[src/rtl/lt_pkg.sv]
package lt_pkg;
    localparam int LT_THREADS = 16;
    localparam int LT_LOCKS   = 8;
    localparam int LT_CNT_W   = 24;
    localparam int LT_IVL_W   = 16;
endpackage

[src/rtl/lt_wait_accum.sv]
module lt_wait_accum
    import lt_pkg::*;
#(
    parameter int NT    = LT_THREADS,
    parameter int NL    = LT_LOCKS,
    parameter int CNT_W = LT_CNT_W,
    localparam int LW   = $clog2(NL)
) (
    input  logic                 clk,
    input  logic                 rst_n,
    input  logic                 clear,
    input  logic [NT-1:0]        wait_vld,
    input  logic [NT*LW-1:0]     wait_lock,
    output logic [NL*CNT_W-1:0]  closing_tot
);
    localparam int HW = $clog2(NT + 1);
    localparam logic [CNT_W-1:0] SAT = '1;

    typedef struct packed {
        logic [NL-1:0][CNT_W-1:0] acc;
    } acc_st_t;

    acc_st_t s_d, s_q;
    logic [NL-1:0][CNT_W-1:0] tot_c;

    always_comb begin
        logic [HW-1:0]  hits;
        logic [CNT_W:0] sum;
        tot_c = '0;
        for (int l = 0; l < NL; l++) begin
            hits = '0;
            for (int t = 0; t < NT; t++) begin
                if (wait_vld[t] && (wait_lock[t*LW +: LW] == LW'(l)))
                    hits = hits + HW'(1);
            end
            sum = {1'b0, s_q.acc[l]} + (CNT_W+1)'(hits);
            tot_c[l] = sum[CNT_W] ? SAT : sum[CNT_W-1:0];
        end
        s_d.acc = clear ? '0 : tot_c;
    end

    always_ff @(posedge clk) begin
        if (!rst_n) s_q <= '0;
        else        s_q <= s_d;
    end

    assign closing_tot = tot_c;

    for (genvar g = 0; g < NL; g++) begin : g_chk

        acc_no_wrap_chk: assert property (@(posedge clk) disable iff (!rst_n)
            !clear |=> s_q.acc[g] >= $past(s_q.acc[g]));

        acc_cleared_chk: assert property (@(posedge clk) disable iff (!rst_n)
            clear |=> s_q.acc[g] == '0);
    end
endmodule

[src/rtl/lt_holder_table.sv]
module lt_holder_table
    import lt_pkg::*;
#(
    parameter int NT  = LT_THREADS,
    parameter int NL  = LT_LOCKS,
    localparam int LW = $clog2(NL),
    localparam int TW = $clog2(NT)
) (
    input  logic              clk,
    input  logic              rst_n,
    input  logic              acq_vld,
    input  logic [LW-1:0]     acq_lock,
    input  logic [TW-1:0]     acq_thread,
    input  logic              rel_vld,
    input  logic [LW-1:0]     rel_lock,
    output logic [NL-1:0]     own_vld_nx,
    output logic [NL*TW-1:0]  own_id_nx
);
    typedef struct packed {
        logic [NL-1:0]         vld;
        logic [NL-1:0][TW-1:0] id;
    } own_st_t;

    own_st_t s_d, s_q;

    always_comb begin
        s_d = s_q;
        if (rel_vld) s_d.vld[rel_lock] = 1'b0;
        if (acq_vld) begin
            s_d.vld[acq_lock] = 1'b1;
            s_d.id[acq_lock]  = acq_thread;
        end
    end

    always_ff @(posedge clk) begin
        if (!rst_n) s_q <= '0;
        else        s_q <= s_d;
    end

    assign own_vld_nx = s_d.vld;
    assign own_id_nx  = s_d.id;


    acq_records_chk: assert property (@(posedge clk) disable iff (!rst_n)
        acq_vld |=> s_q.vld[$past(acq_lock)] && (s_q.id[$past(acq_lock)] == $past(acq_thread)));

    rel_frees_chk: assert property (@(posedge clk) disable iff (!rst_n)
        (rel_vld && !(acq_vld && acq_lock == rel_lock)) |=> !s_q.vld[$past(rel_lock)]);

    acq_on_free_chk: assert property (@(posedge clk) disable iff (!rst_n)
        acq_vld |-> (!s_q.vld[acq_lock] || (rel_vld && rel_lock == acq_lock)));
endmodule

[src/rtl/lt_argmax.sv]
module lt_argmax
    import lt_pkg::*;
#(
    parameter int NL    = LT_LOCKS,
    parameter int CNT_W = LT_CNT_W,
    localparam int LW   = $clog2(NL)
) (
    input  logic [NL*CNT_W-1:0] totals,
    output logic [LW-1:0]       win_idx,
    output logic                win_any
);
    always_comb begin
        logic [CNT_W-1:0] best;
        best    = totals[0 +: CNT_W];
        win_idx = '0;
        for (int i = 1; i < NL; i++) begin
            if (totals[i*CNT_W +: CNT_W] > best) begin
                best    = totals[i*CNT_W +: CNT_W];
                win_idx = LW'(i);
            end
        end
        win_any = (best != '0);
    end
endmodule

[src/rtl/lock_limiter_tracker.sv]
module lock_limiter_tracker
    import lt_pkg::*;
#(
    parameter int NT    = LT_THREADS,
    parameter int NL    = LT_LOCKS,
    parameter int CNT_W = LT_CNT_W,
    parameter int IVL_W = LT_IVL_W,
    localparam int LW   = $clog2(NL),
    localparam int TW   = $clog2(NT)
) (
    input  logic              clk,
    input  logic              rst_n,
    input  logic [IVL_W-1:0]  interval_len,
    input  logic [NT-1:0]     wait_vld,
    input  logic [NT*LW-1:0]  wait_lock,
    input  logic              acq_vld,
    input  logic [LW-1:0]     acq_lock,
    input  logic [TW-1:0]     acq_thread,
    input  logic              rel_vld,
    input  logic [LW-1:0]     rel_lock,
    output logic [NT-1:0]     limiter_mask
);
    typedef struct packed {
        logic [IVL_W-1:0] cnt;
        logic [NT-1:0]    mask;
    } top_st_t;

    top_st_t s_d, s_q;

    logic [IVL_W-1:0]    len_eff;
    logic                boundary;
    logic [NL*CNT_W-1:0] closing_tot;
    logic [NL-1:0]       own_vld_nx;
    logic [NL*TW-1:0]    own_id_nx;
    logic [LW-1:0]       win_idx;
    logic                win_any;

    assign len_eff  = (interval_len == '0) ? IVL_W'(1) : interval_len;
    assign boundary = (s_q.cnt >= len_eff - IVL_W'(1));

    lt_wait_accum #(.NT(NT), .NL(NL), .CNT_W(CNT_W)) u_accum (
        .clk         (clk),
        .rst_n       (rst_n),
        .clear       (boundary),
        .wait_vld    (wait_vld),
        .wait_lock   (wait_lock),
        .closing_tot (closing_tot)
    );

    lt_holder_table #(.NT(NT), .NL(NL)) u_owner (
        .clk        (clk),
        .rst_n      (rst_n),
        .acq_vld    (acq_vld),
        .acq_lock   (acq_lock),
        .acq_thread (acq_thread),
        .rel_vld    (rel_vld),
        .rel_lock   (rel_lock),
        .own_vld_nx (own_vld_nx),
        .own_id_nx  (own_id_nx)
    );

    lt_argmax #(.NL(NL), .CNT_W(CNT_W)) u_pick (
        .totals  (closing_tot),
        .win_idx (win_idx),
        .win_any (win_any)
    );

    always_comb begin
        s_d     = s_q;
        s_d.cnt = boundary ? '0 : s_q.cnt + IVL_W'(1);
        if (boundary) begin
            s_d.mask = '0;
            if (win_any && own_vld_nx[win_idx])
                s_d.mask[own_id_nx[win_idx*TW +: TW]] = 1'b1;
        end
    end

    always_ff @(posedge clk) begin
        if (!rst_n) s_q <= '0;
        else        s_q <= s_d;
    end

    assign limiter_mask = s_q.mask;


    mask_hold_chk: assert property (@(posedge clk) disable iff (!rst_n)
        !boundary |=> $stable(limiter_mask));

    mask_onehot_chk: assert property (@(posedge clk) disable iff (!rst_n)
        $onehot0(limiter_mask));

    idle_zero_chk: assert property (@(posedge clk) disable iff (!rst_n)
        (boundary && !win_any) |=> limiter_mask == '0);
endmodule

[config.mk]
export PLATFORM = sky130hd
export DESIGN_NAME = lock_limiter_tracker
export DESIGN_NICKNAME = d
export VERILOG_FILES = /design/src/rtl/lt_pkg.sv /design/src/rtl/lt_wait_accum.sv /design/src/rtl/lt_holder_table.sv /design/src/rtl/lt_argmax.sv /design/src/rtl/lock_limiter_tracker.sv
export SDC_FILE = /design/constraint.sdc
export NUM_CORES = 2
export LEC_CHECK = 0
export ABC_AREA = 1
export BUFFER_PORTS_ARGS = -buffer_cell sky130_fd_sc_hd__buf_2
export CAP_MARGIN = 20
export CELL_PAD_IN_SITES_DETAIL_PLACEMENT = 2
export CELL_PAD_IN_SITES_GLOBAL_PLACEMENT = 2
export CORE_MARGIN = 8
export CORE_UTILIZATION = 31
export CTS_BUF_LIST = sky130_fd_sc_hd__clkbuf_8
export CTS_CLUSTER_SIZE = 10
export DETAILED_ROUTE_END_ITERATION = 6
export PLACE_DENSITY = 0.79
export SETUP_SLACK_MARGIN = 0.4
export SYNTH_ARGS = -nofsm -noshare
export SYNTH_HDL_FRONTEND = slang
export SYNTH_SLANG_ARGS = --single-unit
export TNS_END_PERCENT = 50
[constraint.sdc]
create_clock -name clk -period 26.6 [get_ports clk]
set_clock_uncertainty 0.2 [all_clocks]
set_input_delay 5.32 -clock clk [delete_from_list [all_inputs] [get_ports clk]]
set_output_delay 5.32 -clock clk [all_outputs]
set_load 0.03 [all_outputs]
Word-level counts from Yosys, hierarchy flattened
Index checks and enable logic that the tools add are counted.
- bits in registers: 264
- bits of input ports: 94
- output and inout bits: 16
- word-level logic and storage cells: 597
- add/subtract/negate cells: 130
- magnitude comparators: 15
- equal/unequal tests: 112
- shift operators: 1
- muxes and demuxes: 165
- bitwise logic cells: 4
- reductions and logical operators: 151
- operators with widths (kind ; number):
    2-to-1 mux 5 bit ; 120
    adder 5 x 1 -> 5 bit (second input constant) ; 112
    2-to-1 mux 24 bit ; 15
    adder 24 x 5 -> 25 bit ; 8
    == test 3 bit (second input constant) ; 64
    > comparator 24 bit ; 7
    logical AND 1 bit ; 132
    == test 3 x 2 -> 1 bit (second input constant) ; 32
    == test 3 x 1 -> 1 bit (second input constant) ; 16
    logical NOT 3 bit ; 16
    2-to-1 mux 40 bit ; 1
    bitwise mux 32 bit ; 1
    2-to-1 mux 16 bit ; 2
    variable part select 32 x 6 -> 4 bit ; 1
    nonzero test 24 bit ; 1
    adder 1 x 1 -> 2 bit (second input constant) ; 8
    adder 16 x 1 -> 16 bit (second input constant) ; 1
    >= comparator 16 bit ; 1
    logical NOT 16 bit ; 1
    subtractor 16 x 1 -> 16 bit (second input constant) ; 1
    2-to-1 mux 1 bit ; 13
    demux 4 bit (select 3 bit) ; 1
    < comparator 3 x 4 -> 1 bit (second input constant) ; 3
    2-to-1 mux 3 bit ; 4
    14 further kinds ; 17

Longest topological paths before layout
- depth after elaboration: 55
- gate-level depth with buffers: 172
- mapped depth without buffers: 164

Modules after synthesis
From an unflattened synthesis, not the netlist that was laid out.
- cells, all modules: 6733
- area total of the unflattened synthesis: 37283.3 um2
- by module, submodules not included (module ; times used ; cells each ; area each (um2) ; sequential area each (um2)):
    lt_wait_accum ; 1 ; 4948 ; 26500.4 ; 3843.7
    lt_argmax ; 1 ; 997 ; 5878.1 ; 0.0
    lock_limiter_tracker ; 1 ; 491 ; 3071.7 ; 640.6
    lt_holder_table ; 1 ; 297 ; 1833.0 ; 800.8

Least setup slack after synthesis
OpenSTA, ideal clock, no wires.
- path kind: input to register
- from: in wait_lock[4]
- to: reg s_q (netlist bit limiter_mask[10])
- library setup time: 58 ps
- arrival: 25204 ps
- required time: 26342 ps
- setup slack: 1138 ps
- cell stages on the path: 160
- buffers on the path: 10
- cells stage by stage: inv_1 -> nand2_1 -> nor2_1 -> ha_1 -> inv_1 -> nand2_2 -> nand2_4 -> inv_1 -> ha_1 -> inv_1 -> o22ai_1 -> ha_1 -> nand2_1 -> nand2_1 -> a21oi_1 -> o21ai_0 -> o21ai_0 -> inv_1 -> [124 not listed] -> nor2_1 -> a211oi_1 -> o211ai_1 -> nand2_1 -> o211ai_1 -> a31oi_1 -> a31oi_1 -> clkinv_1 -> nand2_1 -> nor2_1 -> buf_2 -> nand3_1 -> nand3_1 -> nand2_1 -> a31oi_4 -> buf_4 -> nand3_1 -> nand2_1
- word-level cells in the longest chain between the ends: 53
- elaborated cells between the ends (all ways): 296
- classes of those cells: add/sub (120); order compare (9); eq/ne (7); shift (1); mux (147); reduce/logical (12)
- ends and longest elaborated chain (item ; RTL line ; RTL):
    start: declaration ; lock_limiter_tracker.sv:15 ; input logic [NT*LW-1:0] wait_lock,
    == test 3 x 1 -> 1 bit (*) ; lt_wait_accum.sv:33 ; if (wait_vld[t] && (wait_lock[t*LW +: LW] == LW'(l)))
    logical AND 1 bit (*) ; lt_wait_accum.sv:33 ;
    2-to-1 mux 5 bit (*) ; lt_wait_accum.sv:33 ;
    adder 5 x 1 -> 5 bit ; lt_wait_accum.sv:34 ; hits = hits + HW'(1);
    2-to-1 mux 5 bit (*) ; lt_wait_accum.sv:33 ;
    adder 5 x 1 -> 5 bit ; lt_wait_accum.sv:34 ;
    2-to-1 mux 5 bit (*) ; lt_wait_accum.sv:33 ;
    adder 5 x 1 -> 5 bit ; lt_wait_accum.sv:34 ;
    [25 not listed] ; -- ;
    via closing_tot[38] ; lock_limiter_tracker.sv:32 ; logic [NL*CNT_W-1:0] closing_tot;
    [12 not listed] ; -- ;
    > comparator 24 bit ; lt_argmax.sv:17 ; if (totals[i*CNT_W +: CNT_W] > best) begin
    2-to-1 mux 3 bit ; lt_argmax.sv:17 ;
    variable part select 32 x 6 -> 4 bit ; lock_limiter_tracker.sv:74 ; s_d.mask[own_id_nx[win_idx*TW +: TW]] = 1'b1;
    < comparator 4 x 5 -> 1 bit (not written as such) or >= comparator 4 x 1 -> 1 bit (tied branches) ; lock_limiter_tracker.sv:74 ;
    logical AND 1 bit (not written as such) ; lock_limiter_tracker.sv:74 ;
    2-to-1 mux 1 bit (not written as such) ; lock_limiter_tracker.sv:74 ;
    demux 1 bit (select 4 bit) ; lock_limiter_tracker.sv:74 ;
    2-to-1 mux 16 bit (*) ; lock_limiter_tracker.sv:73 ; if (win_any && own_vld_nx[win_idx])
    end signal: assignment ; lock_limiter_tracker.sv:79 ; if (!rst_n) s_q <= '0;
    end signal: assignment ; lock_limiter_tracker.sv:80 ; else s_q <= s_d;
    end: declaration ; lock_limiter_tracker.sv:28 ; top_st_t s_d, s_q;
Mark *: on every way through the listed nets, which the timed path passes. The rest lies on a longest branch. The select of a mux whose other input is x is not followed.
A chain may end at the register's enable or synchronous reset.

Worst setup path after layout
- from: in wait_lock[3]
- to: reg s_q (netlist bit limiter_mask[9])
- word-level cells in the longest chain between the ends: 53
- elaborated cells between the ends (all ways): 296
- classes of those cells: add/sub (120); order compare (9); eq/ne (7); shift (1); mux (147); reduce/logical (12)
- ends and longest elaborated chain (item ; RTL line):
    == test 3 x 1 -> 1 bit or logical NOT 3 bit (tied branches) ; lt_wait_accum.sv:33
    logical AND 1 bit ; lt_wait_accum.sv:33
    2-to-1 mux 5 bit ; lt_wait_accum.sv:33
    adder 5 x 1 -> 5 bit ; lt_wait_accum.sv:34
    2-to-1 mux 5 bit ; lt_wait_accum.sv:33
    adder 5 x 1 -> 5 bit ; lt_wait_accum.sv:34
    2-to-1 mux 5 bit ; lt_wait_accum.sv:33
    adder 5 x 1 -> 5 bit ; lt_wait_accum.sv:34
    [37 not listed] ; --
    > comparator 24 bit ; lt_argmax.sv:17
    2-to-1 mux 3 bit ; lt_argmax.sv:17
    variable part select 32 x 6 -> 4 bit ; lock_limiter_tracker.sv:74
    < comparator 4 x 5 -> 1 bit (not written as such) or >= comparator 4 x 1 -> 1 bit (tied branches) ; lock_limiter_tracker.sv:74
    logical AND 1 bit (not written as such) ; lock_limiter_tracker.sv:74
    2-to-1 mux 1 bit (not written as such) ; lock_limiter_tracker.sv:74
    demux 1 bit (select 4 bit) ; lock_limiter_tracker.sv:74
    2-to-1 mux 16 bit (*) ; lock_limiter_tracker.sv:73
Every way passes the cells marked *; elsewhere a longest branch is shown, timed or not. The select of a mux whose other input is x is not followed.

==> impl_results.md <==
* Outcome: finished with violations
* Failing checks: DRC, capacitance limit, slew limit, setup timing
* Yosys cell types at 66
* Post-DRT Antenna Nets at 0
* First-pass GRT wire length at slightly above 300 mm
* Vias per cell at a little over 6
* Worst Path Required at 27,070 ps
* GRT Residual Overflow at 0
* Drt pass-1 iters at 7
* Ys flop type: dfxtp_1
* Final setup viols at 16
* Worst slew margin at -30.7%
* Avg WL per Cell at roughly 34 um
* Worst EP arrival at 31,810 ps
* Worst-path clk slew at 80 ps
* Post-layout min period at around 31,000 ps
* EDFF count, synth at 0
* Cell mode on critical path: nand2_1
* PnR worst setup slack at -4740 ps
* Die W at 351 um
* Largest net degree at the start of global routing at 80
* Root Driver: clkbuf_8
* DP HPWL at between 100 and 150 mm
* Area Overhead vs Synth at 37.3%
* CP max FO at 12
* Slowest cell on the critical path: a21oi_1
* Crit end category: flip-flop
* CTS tree: yes
* # nets final at approximately 7,300
* # H-tree levels at 2
* CTS Buffer Depth at 3
* Final period util at 118%
* Vias in the first global route at ~52,000
* Fraction of layout cells with a size suffix above 1 at between 20% and 30%
* Worst Hold Class: reg2reg
* Core Rows at about 120
* Clk sinks at roughly 260
* Synth warn at 0
* Max_cap viols at 1
* Port bufs at 109
* GP Congestion at ~0.9
* Num CTS Buffers at 49
* CP Launch Type: primary input
* Initial core utilization at between 30% and 40%
* Syn_nets at approximately 6,700
* Endpoints failing hold at 0
* Post-synthesis async set-or-reset flop share at 0%
* Cts hold-fix bufs at 0
* Slew @ Worst Pin at ~2000 ps
* Iteration-0 DRC Markers at 5,077
* I/O pin total at 110
* Die Footprint at ~120,000 sq um
* Delay of the slowest critical-path stage at ~800 ps
* Core ar. at ~110,000 sq um
* Vias at between 50,000 and 60,000
* Clk_lat worst skew at about 820 ps
* DP Area at 40,100 sq um
* Max Fclk at roughly 32 MHz
* DIE HEIGHT at roughly 350 um
* DRC Markers at 3
* Syn Area/Cell at around 5.6 sq um
* Design area at 47,700 sq um
* Synthesized flop and latch total at 264
* Final Max Slew Viols at 2
* Cell area after synthesis at about 35,000 sq um
* Worst Setup Path Type: in2reg
* Sequential area share after synthesis at 15.2%
* Initial antenna violation count at 33
* DRT Wirelength at about 290 mm
* Mapped Cells at slightly above 6,000
* Global Route Usage Sum at between 30% and 40%
* Unrepaired setup endpoints after global routing: true
-- registers in the layout, indices dropped and copies added (netlist names) --
| register | cells |
|---|---|
| u_owner.s_q | 40 |
| limiter_mask | 16 |
| s_q | 16 |
| u_accum.s_q | 192 |
-- synth_stat cells (18+ instances only) --
master | count | area share, %
nor2_1 | 935 | 10
nor3_1 | 88 | 1.3
nor4_1 | 26 | 0.47
nand2_1 | 1795 | 19
a211oi_1 | 21 | 0.45
a31oi_1 | 21 | 0.38
a21oi_1 | 141 | 2.0
o21ai_0 | 112 | 1.6
inv_2 | 34 | 0.37
ha_1 | 344 | 12
nor2_2 | 18 | 0.32
xor2_1 | 100 | 2.5
o21ai_1 | 37 | 0.53
nand3b_1 | 46 | 0.99
nand2_2 | 75 | 1.3
nand4_1 | 69 | 1.2
buf_4 | 30 | 0.65
dfxtp_1 | 264 | 15
xnor2_1 | 47 | 1.2
nand3_1 | 635 | 9.1
and2_1 | 42 | 0.76
or2_2 | 38 | 0.68
inv_1 | 1107 | 12
clkbuf_1 | 31 | 0.33
-- layout by cell type (no fill, tap or decap), types with 25 or more instances in the layout --
cell type and count:
inv_1 1057, nor2_1 854, nand3_4 45, nand3b_1 46, and2_4 27, or2_2 26, nand2_4 71, nand3_1 503
nand4_1 69, nand2_1 1579, a21oi_2 25, nand2_2 218, o21ai_0 71, xor2_1 98, a21oi_1 107, o21ai_1 48
o21ai_2 34, nor2_2 67, xnor2_1 46, nor3_1 71, buf_4 499, clkbuf_8 62, ha_1 219, dfxtp_1 264
inv_2 81, buf_2 106, ha_4 117, nand3_2 105, nor2_4 38
-- metrics by stage --
step	utilization [%]	cells	setup TNS (ps)	worst slack, ps	hold slack, ps
2_1_floorplan	-	6235	0	1140	227
5_1_grt	42.6	8430	-73190	-4650	313
3_3_place_gp	35.8	8188	-1520	-113	240
4_1_cts	38.1	8298	0	0.906	277
6_report	42.7	8440	-75220	-4740	300
3_5_place_dp	35.8	8188	-28790	-1840	247
-- layer usage --
metal	vias to the layer above	GRT usage, %	wire length, um
met5	-	0	228
met4	12	16.9	30600
met2	3422	57.5	128000
met1	25578	34.1	104000
met3	1727	4.21	25700
li1	20797	-	-
-- final cells by class --
cell class	count	area, sq um
Antenna cell	23	57.6
Clock buffer	62	853
Clock inverter	26	124
Fill cell	13854	64200
Inverter	1153	4400
Multi-Input combinational cell	4732	29400
Sequential cell	264	5290
Tap cell	1500	1880
Timing Repair Buffer	680	5670
-- repair_timing --
item,4_1_cts,5_1_grt
endpoints found under the hold margin,0,0
buffers inserted,15,104
pin swaps,58,304
cloned,7,15
setup endpoints to repair,16,16
resized for setup,273,858
-- worst max-delay path: cells and delay by family --
| kind | cells | cell delay (ps) |
|---|---|---|
| fa+ha+maj | 17 | 5100 |
| compound gates | 26 | 5360 |
| simple gates | 82 | 11750 |
| buf+inv | 31 | 4070 |
-- worst paths after layout --
kind                                  start                            to  slack (ps)  cells past startpoint
setup / recovery               wait_lock[3]  limiter_mask[9]$_SDFFE_PN0P_       -4740                    156
hold reg to reg          s_q[16]$_SDFF_PP0_            s_q[16]$_SDFF_PP0_         300                      1
setup reg to reg  u_accum.s_q[0]$_SDFF_PP0_  limiter_mask[9]$_SDFFE_PN0P_        6460                    100
hold / removal           s_q[16]$_SDFF_PP0_            s_q[16]$_SDFF_PP0_         300                      1
-- cells by family (layout without fill, tap and decap cells) --
kind of cell               Yosys count  after routing  synth area share, %
and+or+nand+nor                   3821           3821                 47.2
buffers and inverters             1239           1921                 13.9
AOI/OAI and AO/OA                  400            400                 6.65
adders and majority gates          352            352                 12.8
DFF                                264            264                 15.2
xor gates and xnor gates           156            156                 4.16
muxes                                3              3               0.0972
other                                0             23                    0
Power is not shown: default switching activity piles up to over one toggle a cycle in this logic, so the estimate is an artifact.
